--- config.mk ---
export PLATFORM = sky130hd
export DESIGN_NAME = blkxfer_seq
export DESIGN_NICKNAME = d
export VERILOG_FILES = /design/src/rtl/blkxfer_pkg.sv /design/src/rtl/blkxfer_addr_lane.sv /design/src/rtl/blkxfer_unit_ctr.sv /design/src/rtl/blkxfer_blk_ctr.sv /design/src/rtl/blkxfer_seq.sv
export SDC_FILE = /design/constraint.sdc
export NUM_CORES = 1
export LEC_CHECK = 0
export CORE_UTILIZATION = 38
export CTS_BUF_LIST = sky130_fd_sc_hd__clkbuf_8
export DETAILED_ROUTE_END_ITERATION = 10
export DONT_BUFFER_PORTS = 1
export GPL_TIMING_DRIVEN = 0
export HOLD_SLACK_MARGIN = 0.05
export PLACE_DENSITY = 0.52
export RECOVER_POWER = 100
export SETUP_SLACK_MARGIN = 0.1
export SYNTH_ARGS = -nofsm -noshare
export SYNTH_HDL_FRONTEND = slang
export SYNTH_SLANG_ARGS = --single-unit
export TNS_END_PERCENT = 50
--- constraint.sdc ---
create_clock -name clk -period 5.5 [get_ports clk]
set_clock_uncertainty 0.05 [all_clocks]
set_input_delay 0.55 -clock clk [delete_from_list [all_inputs] [get_ports clk]]
set_output_delay 0.55 -clock clk [all_outputs]
set_load 0.05 [all_outputs]
--- src/rtl/blkxfer_pkg.sv ---
`timescale 1ns/1ps
package blkxfer_pkg;

   typedef enum logic [1:0] {
      MOVE_HOLD  = 2'd0,
      MOVE_UP    = 2'd1,
      MOVE_DOWN  = 2'd2,
      MOVE_HOLD3 = 2'd3
   } move_e;

   typedef enum logic [1:0] {
      ST_IDLE  = 2'd0,
      ST_READ  = 2'd1,
      ST_WRITE = 2'd2,
      ST_WBACK = 2'd3
   } seq_state_e;

   // byte distance of one transfer unit
   function automatic logic [2:0] unit_bytes(input logic [1:0] code);
      logic [2:0] b;
      case (code)
         2'd0:    b = 3'd1;
         2'd1:    b = 3'd2;
         default: b = 3'd4;
      endcase
      return b;
   endfunction

   function automatic logic move_active(input logic [1:0] code);
      return (code == MOVE_UP) || (code == MOVE_DOWN);
   endfunction

endpackage

--- src/rtl/blkxfer_addr_lane.sv ---
`timescale 1ns/1ps
module blkxfer_addr_lane
   import blkxfer_pkg::*;
#(
   parameter int ADDR_W = 32
) (
   input  logic              clk,
   input  logic              rst_n,
   input  logic              load,
   input  logic [ADDR_W-1:0] load_addr,
   input  logic              is_block,
   input  logic [1:0]        move,
   input  logic [2:0]        step_bytes,
   input  logic              unit_done,
   input  logic              block_end,
   output logic [ADDR_W-1:0] cur_addr,
   output logic [ADDR_W-1:0] wb_addr,
   output logic              wb_en
);

   logic [ADDR_W-1:0] base_q;
   logic [ADDR_W-1:0] cur_q;
   logic [ADDR_W-1:0] next_addr;
   logic [ADDR_W-1:0] step_ext;

   assign step_ext = ADDR_W'(step_bytes);

   always_comb begin
      next_addr = cur_q;
      if (is_block) begin
         next_addr = cur_q + step_ext;
      end else begin
         case (move)
            MOVE_UP:   next_addr = cur_q + step_ext;
            MOVE_DOWN: next_addr = cur_q - step_ext;
            default:   next_addr = cur_q;
         endcase
      end
   end

   always_ff @(posedge clk or negedge rst_n) begin
      if (!rst_n) begin
         base_q <= '0;
         cur_q  <= '0;
      end else if (load) begin
         base_q <= load_addr;
         cur_q  <= load_addr;
      end else if (block_end) begin
         if (is_block) begin
            cur_q <= base_q;
         end else begin
            base_q <= cur_q;
         end
      end else if (unit_done) begin
         cur_q <= next_addr;
      end
   end

   assign cur_addr = cur_q;
   assign wb_addr  = is_block ? base_q : cur_q;
   assign wb_en    = is_block | move_active(move);

endmodule

--- src/rtl/blkxfer_unit_ctr.sv ---
`timescale 1ns/1ps
module blkxfer_unit_ctr #(
   parameter int SIZE_W = 8
) (
   input  logic              clk,
   input  logic              rst_n,
   input  logic              load,
   input  logic [SIZE_W-1:0] size_in,
   input  logic              unit_done,
   input  logic              block_end,
   output logic [SIZE_W-1:0] size_stor,
   output logic              last_unit
);

   localparam logic [SIZE_W-1:0] ONE = SIZE_W'(1);

   logic [SIZE_W-1:0] stor_q;
   logic [SIZE_W-1:0] left_q;

   always_ff @(posedge clk or negedge rst_n) begin
      if (!rst_n) begin
         stor_q <= '0;
         left_q <= '0;
      end else if (load) begin
         stor_q <= size_in;
         left_q <= size_in;
      end else if (block_end) begin
         left_q <= stor_q;
      end else if (unit_done) begin
         left_q <= left_q - ONE;
      end
   end

   // a stored zero counts through the full range before hitting one
   assign last_unit = (left_q == ONE);
   assign size_stor = stor_q;

endmodule

--- src/rtl/blkxfer_blk_ctr.sv ---
`timescale 1ns/1ps
module blkxfer_blk_ctr #(
   parameter int CNT_W = 16
) (
   input  logic             clk,
   input  logic             rst_n,
   input  logic             load,
   input  logic [CNT_W-1:0] count_in,
   input  logic             block_end,
   output logic [CNT_W-1:0] remain_after,
   output logic             irq
);

   localparam logic [CNT_W-1:0] ONE = CNT_W'(1);

   logic [CNT_W-1:0] cnt_q;
   logic             irq_q;

   always_ff @(posedge clk or negedge rst_n) begin
      if (!rst_n) begin
         cnt_q <= '0;
         irq_q <= 1'b0;
      end else if (load) begin
         cnt_q <= count_in;
         irq_q <= 1'b0;
      end else if (block_end) begin
         cnt_q <= cnt_q - ONE;
         if (cnt_q == ONE) begin
            irq_q <= 1'b1;
         end
      end
   end

   assign remain_after = cnt_q - ONE;
   assign irq          = irq_q;

endmodule

--- src/rtl/blkxfer_seq.sv ---
`timescale 1ns/1ps
module blkxfer_seq
   import blkxfer_pkg::*;
#(
   parameter int ADDR_W = 32,
   parameter int SIZE_W = 8,
   parameter int CNT_W  = 16
) (
   input  logic              clk,
   input  logic              rst_n,
   input  logic              cfg_load,
   input  logic [ADDR_W-1:0] cfg_src_addr,
   input  logic [ADDR_W-1:0] cfg_dst_addr,
   input  logic              cfg_src_is_block,
   input  logic [1:0]        cfg_unit,
   input  logic [1:0]        cfg_move,
   input  logic [SIZE_W-1:0] cfg_size,
   input  logic [CNT_W-1:0]  cfg_count,
   input  logic              start,
   output logic              mem_req,
   output logic              mem_we,
   output logic [ADDR_W-1:0] mem_addr,
   input  logic              mem_ack,
   output logic              busy,
   output logic              irq,
   output logic              wb_valid,
   output logic [ADDR_W-1:0] wb_src_addr,
   output logic              wb_src_en,
   output logic [ADDR_W-1:0] wb_dst_addr,
   output logic              wb_dst_en,
   output logic [SIZE_W-1:0] wb_size,
   output logic [SIZE_W-1:0] wb_unit_cnt,
   output logic [CNT_W-1:0]  wb_count
);

   localparam int LANES    = 2;
   localparam int LANE_SRC = 0;
   localparam int LANE_DST = 1;

   if (ADDR_W < 8 || ADDR_W > 64) begin : g_bad_addr_w
      $error("blkxfer_seq: ADDR_W must lie in 8..64");
   end
   if (SIZE_W < 1 || SIZE_W > 16) begin : g_bad_size_w
      $error("blkxfer_seq: SIZE_W must lie in 1..16");
   end
   if (CNT_W < 1 || CNT_W > 32) begin : g_bad_cnt_w
      $error("blkxfer_seq: CNT_W must lie in 1..32");
   end

   seq_state_e state_q, state_d;
   logic       sel_q;
   logic [1:0] unit_q;
   logic [1:0] move_q;
   logic       cfg_take;
   logic       go;
   logic       unit_done;
   logic       block_end;
   logic       last_unit;
   logic       irq_int;
   logic [2:0] step_bytes;

   logic [LANES-1:0][ADDR_W-1:0] lane_cur;
   logic [LANES-1:0][ADDR_W-1:0] lane_wb;
   logic [LANES-1:0][ADDR_W-1:0] lane_init;
   logic [LANES-1:0]             lane_blk;
   logic [LANES-1:0]             lane_en;

   assign cfg_take   = cfg_load && (state_q == ST_IDLE);
   assign go         = start && !cfg_load && (state_q == ST_IDLE) && !irq_int;
   assign unit_done  = (state_q == ST_WRITE) && mem_ack;
   assign block_end  = (state_q == ST_WBACK);
   assign step_bytes = unit_bytes(unit_q);

   always_comb begin
      state_d = state_q;
      case (state_q)
         ST_IDLE:  if (go) state_d = ST_READ;
         ST_READ:  if (mem_ack) state_d = ST_WRITE;
         ST_WRITE: if (mem_ack) state_d = last_unit ? ST_WBACK : ST_READ;
         ST_WBACK: state_d = ST_IDLE;
         default:  state_d = ST_IDLE;
      endcase
   end

   always_ff @(posedge clk or negedge rst_n) begin
      if (!rst_n) begin
         state_q <= ST_IDLE;
      end else begin
         state_q <= state_d;
      end
   end

   always_ff @(posedge clk or negedge rst_n) begin
      if (!rst_n) begin
         sel_q  <= 1'b1;
         unit_q <= 2'd0;
         move_q <= 2'd0;
      end else if (cfg_take) begin
         sel_q  <= cfg_src_is_block;
         unit_q <= cfg_unit;
         move_q <= cfg_move;
      end
   end

   for (genvar i = 0; i < LANES; i++) begin : g_lane
      if (i == LANE_SRC) begin : g_src
         assign lane_blk[i]  = sel_q;
         assign lane_init[i] = cfg_src_addr;
      end else begin : g_dst
         assign lane_blk[i]  = ~sel_q;
         assign lane_init[i] = cfg_dst_addr;
      end

      blkxfer_addr_lane #(.ADDR_W(ADDR_W)) u_lane (
         .clk        (clk),
         .rst_n      (rst_n),
         .load       (cfg_take),
         .load_addr  (lane_init[i]),
         .is_block   (lane_blk[i]),
         .move       (move_q),
         .step_bytes (step_bytes),
         .unit_done  (unit_done),
         .block_end  (block_end),
         .cur_addr   (lane_cur[i]),
         .wb_addr    (lane_wb[i]),
         .wb_en      (lane_en[i])
      );
   end

   blkxfer_unit_ctr #(.SIZE_W(SIZE_W)) u_unit_ctr (
      .clk       (clk),
      .rst_n     (rst_n),
      .load      (cfg_take),
      .size_in   (cfg_size),
      .unit_done (unit_done),
      .block_end (block_end),
      .size_stor (wb_size),
      .last_unit (last_unit)
   );

   blkxfer_blk_ctr #(.CNT_W(CNT_W)) u_blk_ctr (
      .clk          (clk),
      .rst_n        (rst_n),
      .load         (cfg_take),
      .count_in     (cfg_count),
      .block_end    (block_end),
      .remain_after (wb_count),
      .irq          (irq_int)
   );

   assign mem_req     = (state_q == ST_READ) || (state_q == ST_WRITE);
   assign mem_we      = (state_q == ST_WRITE);
   assign mem_addr    = (state_q == ST_WRITE) ? lane_cur[LANE_DST] : lane_cur[LANE_SRC];
   assign busy        = (state_q != ST_IDLE);
   assign irq         = irq_int;
   assign wb_valid    = block_end;
   assign wb_src_addr = lane_wb[LANE_SRC];
   assign wb_src_en   = lane_en[LANE_SRC];
   assign wb_dst_addr = lane_wb[LANE_DST];
   assign wb_dst_en   = lane_en[LANE_DST];
   assign wb_unit_cnt = wb_size;

endmodule

==> flow_summary.ini, run 1 <==
[place]
gp_congestion = 1.03
port_buffers = 0
dp_cells = 2139
dpl.hpwl_um = 51100

[routing]
wl_um = 70700
drt_iter0_drc = 1793
drcViolationCount = 0
post_drt_wl_per_cell_um = 32.5
first_pass_iters = 6
route.vias.total = 14279
vias_per_cell = 6.56
antenna_left = 0

[cts]
clock_sinks = 168
ctsResizeCount = 0
clockBufferDepth = 2
cts_made_buffers = 17
clk_latency_ns = 0.54
path_clk_slew_ns = 0.12
cts_tree = done
cts-root-buf = clkbuf_8
htreeDepth = 4

[timing]
fin_setup_tns_ns = -0.164
finalHoldViolations = 0
layout_setup_ws_ns = -0.0650
slew_violations = 193
maxSlewHeadroom_pct = -211
setup_viol = 8
rsz0062_at_grt = false
fmax_mhz = 180
tightest_slew_ns = 4.66
period_share_pct = 101
fin_crit_ns = 5.56

[worst_setup_path]
reg2regPathDepth = 10
slowest_delay_ns = 0.98
r2r-start = state_q[0]$_DFFE_PN0P_
worstPathMaxFanout = 10
start_kind = flip-flop
reg2reg_to = g_lane[0].u_lane.base_q[31]$_DFFE_PN0P_
crit_top_cell = clkbuf_1
crit_path_end_kind = flip-flop
worst_path_max_delay_cell = clkbuf_1
cp.arrival_ns = 5.96
endpoint = g_lane[0].u_lane.base_q[31]$_DFFE_PN0P_
startpoint = state_q[0]$_DFFE_PN0P_
reg2reg_setup_slack_ns = -0.06
crit_type = reg2reg
crit_chain = inv_1, ha_1, and2_1, clkbuf_1, clkbuf_1, clkbuf_1, clkbuf_1, clkbuf_1, nand2_1, o21ai_0
worst_ep_required_time_ns = 5.90

[final_layout]
instances_no_fill = 2177
nNetsFinal = 1839
post-route-util_pct = 41.9
drive_above_1_share_pct = 3.42
syn_to_final_growth_pct = 7.79

[yosys]
ys_seq_area_share_pct = 32.1
synth.ff_latch_count = 168
yosysTopAreaCell = dfrtp_1
synthTopCellsByArea = dfrtp_1 32%, nand2_1 7.4%, o21ai_0 7.3%, mux2_2 6.4%, nor2_1 3.5%
synth_top_area_share_pct = 31.9
synth_edf_count = 0
synth_area_sq_um = 13100
synthMostInstantiatedCell = nand2_1
ys_types = 74
synth_ff_type = dfrtp_1
avgSynthCellArea_sq_um = 7.81
async_reset_ff_share_pct = 100
synth_commonest_cells = 257 x nand2_1, 192 x o21ai_0, 167 x dfrtp_1
synth_warnings = 0
syn_inst = 1678
syn_nets = 1804

[global_routing]
grt_first_pass_wirelength_um = 100000
antenna_found_initial = 2
gr-total-overflow = 0
grt_start_max_net_pins = 169
grt.total_usage_pct = 39.9
grt_pass1_vias = 13594

[die]
core_area_sq_um = 33700
initial_core_util_pct = 38.9
ioPinCount = 233
chipHeight_um = 188
die_w_um = 188
num_rows = 67
die_area_sq_um = 35200

[run_status]
violations = max-capacitance violations, max-slew violations, negative setup slack
status = finished, violations left

[job]
maxCapViolations = 10

[hold_path]
min_path_type = in2reg
[worst min path at each step]
stage / from / endpoint / slack (ns) / depth (start not counted)
floorplan: rst_n / g_lane[0].u_lane.base_q[0]$_DFFE_PN0P_ / 0.20 / 0
global placement: rst_n / u_blk_ctr.cnt_q[8]$_DFFE_PN0P_ / 0.21 / 0
detailed placement: rst_n / u_blk_ctr.cnt_q[8]$_DFFE_PN0P_ / 0.21 / 0
CTS: rst_n / unit_q[0]$_DFFE_PN0P_ / 0.06 / 1
global route: cfg_dst_addr[5] / g_lane[1].u_lane.base_q[5]$_DFFE_PN0P_ / 0.06 / 1
finish: cfg_dst_addr[13] / g_lane[1].u_lane.base_q[13]$_DFFE_PN0P_ / 0.06 / 1
[per-stage QoR]
step / hold slack, ns / setup slack, ns / area [sq um]
after floorplan: 0.204 / 2.21 / 13100
after global placement: 0.210 / 0.265 / 13700
after detailed placement: 0.210 / 0.277 / 13700
after CTS: 0.0552 / 0.219 / 14200
after global routing: 0.0563 / 0.105 / 14100
final: 0.0641 / -0.0650 / 14100
[what timing repair did]
item	in CTS	in global routing
endpoints found under the setup margin	0	0
buffers inserted	0	0
hold buffers	2	0
hold endpoints to repair	169	0
[sequential cells by signal, indices dropped and copies added, names as in the netlist]
signal	cells
g_lane.u_lane.base_q	64
g_lane.u_lane.cur_addr	64
move_q	2
sel_q	1
state_q	2
u_blk_ctr.cnt_q	16
u_blk_ctr.irq	1
u_unit_ctr.left_q	8
u_unit_ctr.size_stor	8
unit_q	2
[layer usage]
metal  track usage [%]  routed length [um]  vias to the layer above
met1              53.5               28500                     7074
met2              59.1               29900                      944
met5                 0                   0                        -
met3              12.1                9190                      155
li1                  -                   -                     6106
met4              16.9                3090                        0
[cell families after synthesis]
| group | synth area share (%) |
|---|---|
| xor gates and xnor gates | 5.02 |
| and+or+nand+nor | 21.1 |
| AOI/OAI and AO/OA | 23.5 |
| DFF | 32.1 |
| muxes | 9.35 |
| buffers and inverters | 5.96 |
| adders and majority gates | 2.90 |
[worst max-delay path: cells and delay by family (launching register included)]
| kind | cells | cell delay [ns] |
|---|---|---|
| compound gates | 1 | 0.12 |
| fa+ha+maj | 1 | 0.23 |
| flops | 1 | 0.44 |
| buf+inv | 6 | 4.33 |
| simple gates | 2 | 0.29 |
[layout by cell type (no fill, tap or decap), drive strengths merged, types with 11 or more instances in the layout]
cell type,n
a221oi,13
o21ai,192
mux2,75
o211ai,15
o31ai,16
xor2,36
a21boi,11
buf,26
inv,48
clkbuf,161
nor3,58
xnor2,39
o22ai,25
nor2,122
a21o,17
and2,12
a21oi,90
nand3,44
nand4,25
nor4,17
dfrtp,167
nand2,257
mux2i,38
a31oi,24
ha,24
nand2b,11
[final cells by class]
| type | count | area [sq um] |
|---|---|---|
| sequential | 168 | 4210 |
| buffer | 155 | 593 |
| clock inverter | 15 | 164 |
| inverter | 42 | 158 |
| fill | 3626 | 19600 |
| timing repair buffer | 16 | 86.3 |
| tap | 448 | 561 |
| antenna | 3 | 7.51 |
| multi-input combinational | 1313 | 8110 |
| clock buffer | 17 | 234 |
Power of run 1 is not shown: default switching activity piles up to over one toggle a cycle in this logic, so the estimate is an artifact.
==> run 2: changes to the inputs <==
--- a/config.mk
+++ b/config.mk
@@ -5,6 +5,7 @@
 export SDC_FILE = /design/constraint.sdc
 export NUM_CORES = 1
 export LEC_CHECK = 0
+export CORE_ASPECT_RATIO = 1.4
 export CORE_UTILIZATION = 38
 export CTS_BUF_LIST = sky130_fd_sc_hd__clkbuf_8
 export DETAILED_ROUTE_END_ITERATION = 10
==> run 2 against run 1 <==
Against the previous run:
- the run ends with max-capacitance violations, max-slew violations left
- critical path depth fell by 5
- largest cell class unchanged
- first-iteration DRC count down 19%
- sequential share of layout area rose by 0.061 points
- design area decreased by 0.20%
- register-to-register slack better by 0.93 ns
- worst setup slack improved by 0.56 ns
- via count decreased by 0.38%
- final cell count barely moved
- global-route usage rose by 0.74 points
- utilization down 0.49 points
==> flow_summary.ini, run 2 (synthesized netlist as in run 1, its figures left out) <==
[run_status]
status = finished, violations left
violations = max-capacitance violations, max-slew violations

[die]
chipHeight_um = 222
num_rows = 80
ioPinCount = 233
die_w_um = 159
core_area_sq_um = 34000
initial_core_util_pct = 38.5
die_area_sq_um = 35200

[worst_setup_path]
cp.arrival_ns = 4.40
worstPathMaxFanout = 10
startpoint = sel_q$_DFFE_PN1P_
worst_ep_required_time_ns = 4.90
reg2regPathDepth = 9
crit_path_end_kind = output port
reg2reg_setup_slack_ns = 0.87
reg2reg_to = g_lane[0].u_lane.cur_addr[1]$_DFFE_PN0P_
start_kind = flip-flop
crit_type = reg2out
endpoint = wb_src_addr[31]
r2r-start = sel_q$_DFFE_PN1P_

[routing]
antenna_left = 0
drt_iter0_drc = 1457
wl_um = 72300
route.vias.total = 14225
drcViolationCount = 0
first_pass_iters = 5
vias_per_cell = 6.54
post_drt_wl_per_cell_um = 33.3

[timing]
fin_setup_tns_ns = 0
setup_viol = 0
finalHoldViolations = 0
fin_crit_ns = 5.00
maxSlewHeadroom_pct = -210
slew_violations = 191
tightest_slew_ns = 4.65
layout_setup_ws_ns = 0.499
period_share_pct = 90.9
rsz0062_at_grt = false
fmax_mhz = 200

[place]
port_buffers = 0
gp_congestion = 1.01
dpl.hpwl_um = 52800
dp_slack_ns = 1.12

[cts]
ctsHoldBuffers = 1
cts_tree = done
htreeDepth = 4
ctsResizeCount = 0
path_clk_slew_ns = 0.11
clock_sinks = 168
cts_made_buffers = 17
cts_setup_buffers = 0
clockBufferDepth = 2
cts-root-buf = clkbuf_8
clk_latency_ns = 0.53

[final_layout]
most-common-layout-cells = 257 x nand2_1, 188 x o21ai_0, 167 x dfrtp_1
nNetsFinal = 1836
seqCellArea_sq_um = 4210
fillCellCount = 3707
multiInputGateArea_sq_um = 8110
syn_to_final_growth_pct = 7.58
drive_above_1_share_pct = 3.19
final_common_cell = nand2_1

[global_routing]
gr-total-overflow = 0
busiest_layer = met2
grt.total_usage_pct = 40.6
grt_pass1_vias = 14012
met3_usage_pct = 9.18
grt_start_max_net_pins = 169
met1_usage_pct = 47.0
use_met2_pct = 66.6
antenna_found_initial = 3
grt_first_pass_wirelength_um = 102000

[hold_path]
min_path_type = in2reg

[job]
maxCapViolations = 9
## run 2: cell count changes in the layout (fill, tap and decap cells not counted), sizes merged
cell         change
inv              +1
bufinv           +1
clkinv           -2
diode            -2
clkbuf           +3
buf              -5
dlygate4sd3      -1
## run 2: final cells by class
cell class	instances	share of cell area [%]
diodes	1	0.0178
flip-flops and latches	168	29.8
multi-input cells	1313	57.6
inverters	42	1.12
clock inverters	15	1.19
plain buffers	155	4.19
well taps	451	4.00
clock buffers	17	1.66
repair buffers	13	0.408
## run 2: critical path, cell delays in order (launching register included)
cell      delay [ns]
dfstp_1         0.57
clkbuf_1        0.45
clkbuf_1        0.89
clkbuf_1        1.15
mux2i_1         0.38
inv_1           0.43
## run 2: how the worst min path moves through the flow
stage,endpoint,start,depth (start not counted)
6_report,u_unit_ctr.size_stor[6]$_DFFE_PN0P_,cfg_size[6],2
4_1_cts,u_unit_ctr.size_stor[6]$_DFFE_PN0P_,cfg_size[6],2
3_5_place_dp,g_lane[0].u_lane.base_q[4]$_DFFE_PN0P_,rst_n,0
3_3_place_gp,g_lane[0].u_lane.base_q[4]$_DFFE_PN0P_,rst_n,0
2_1_floorplan,g_lane[0].u_lane.base_q[0]$_DFFE_PN0P_,rst_n,0
5_1_grt,g_lane[1].u_lane.base_q[5]$_DFFE_PN0P_,cfg_dst_addr[5],1
## run 2: per-layer routing
layer / vias up / routed length (um)
met3: 227 / 5760
met4: 4 / 5540
met5: - / 28
met1: 7104 / 27000
met2: 773 / 34000
li1: 6117 / -
## run 2: stage by stage
step | instance area [sq um] | hold WS [ns] | cells | utilization (%)
after floorplan | 13100 | 0.204 | 1678 | -
after global placement | 13700 | 0.209 | 2129 | 40.1
after detailed placement | 13700 | 0.211 | 2141 | 40.4
after CTS | 14200 | 0.0579 | 2174 | 41.7
after global routing | 14100 | 0.0707 | 2175 | 41.4
final | 14100 | 0.0717 | 2175 | 41.4
Power of run 2 is left out for the same reason.
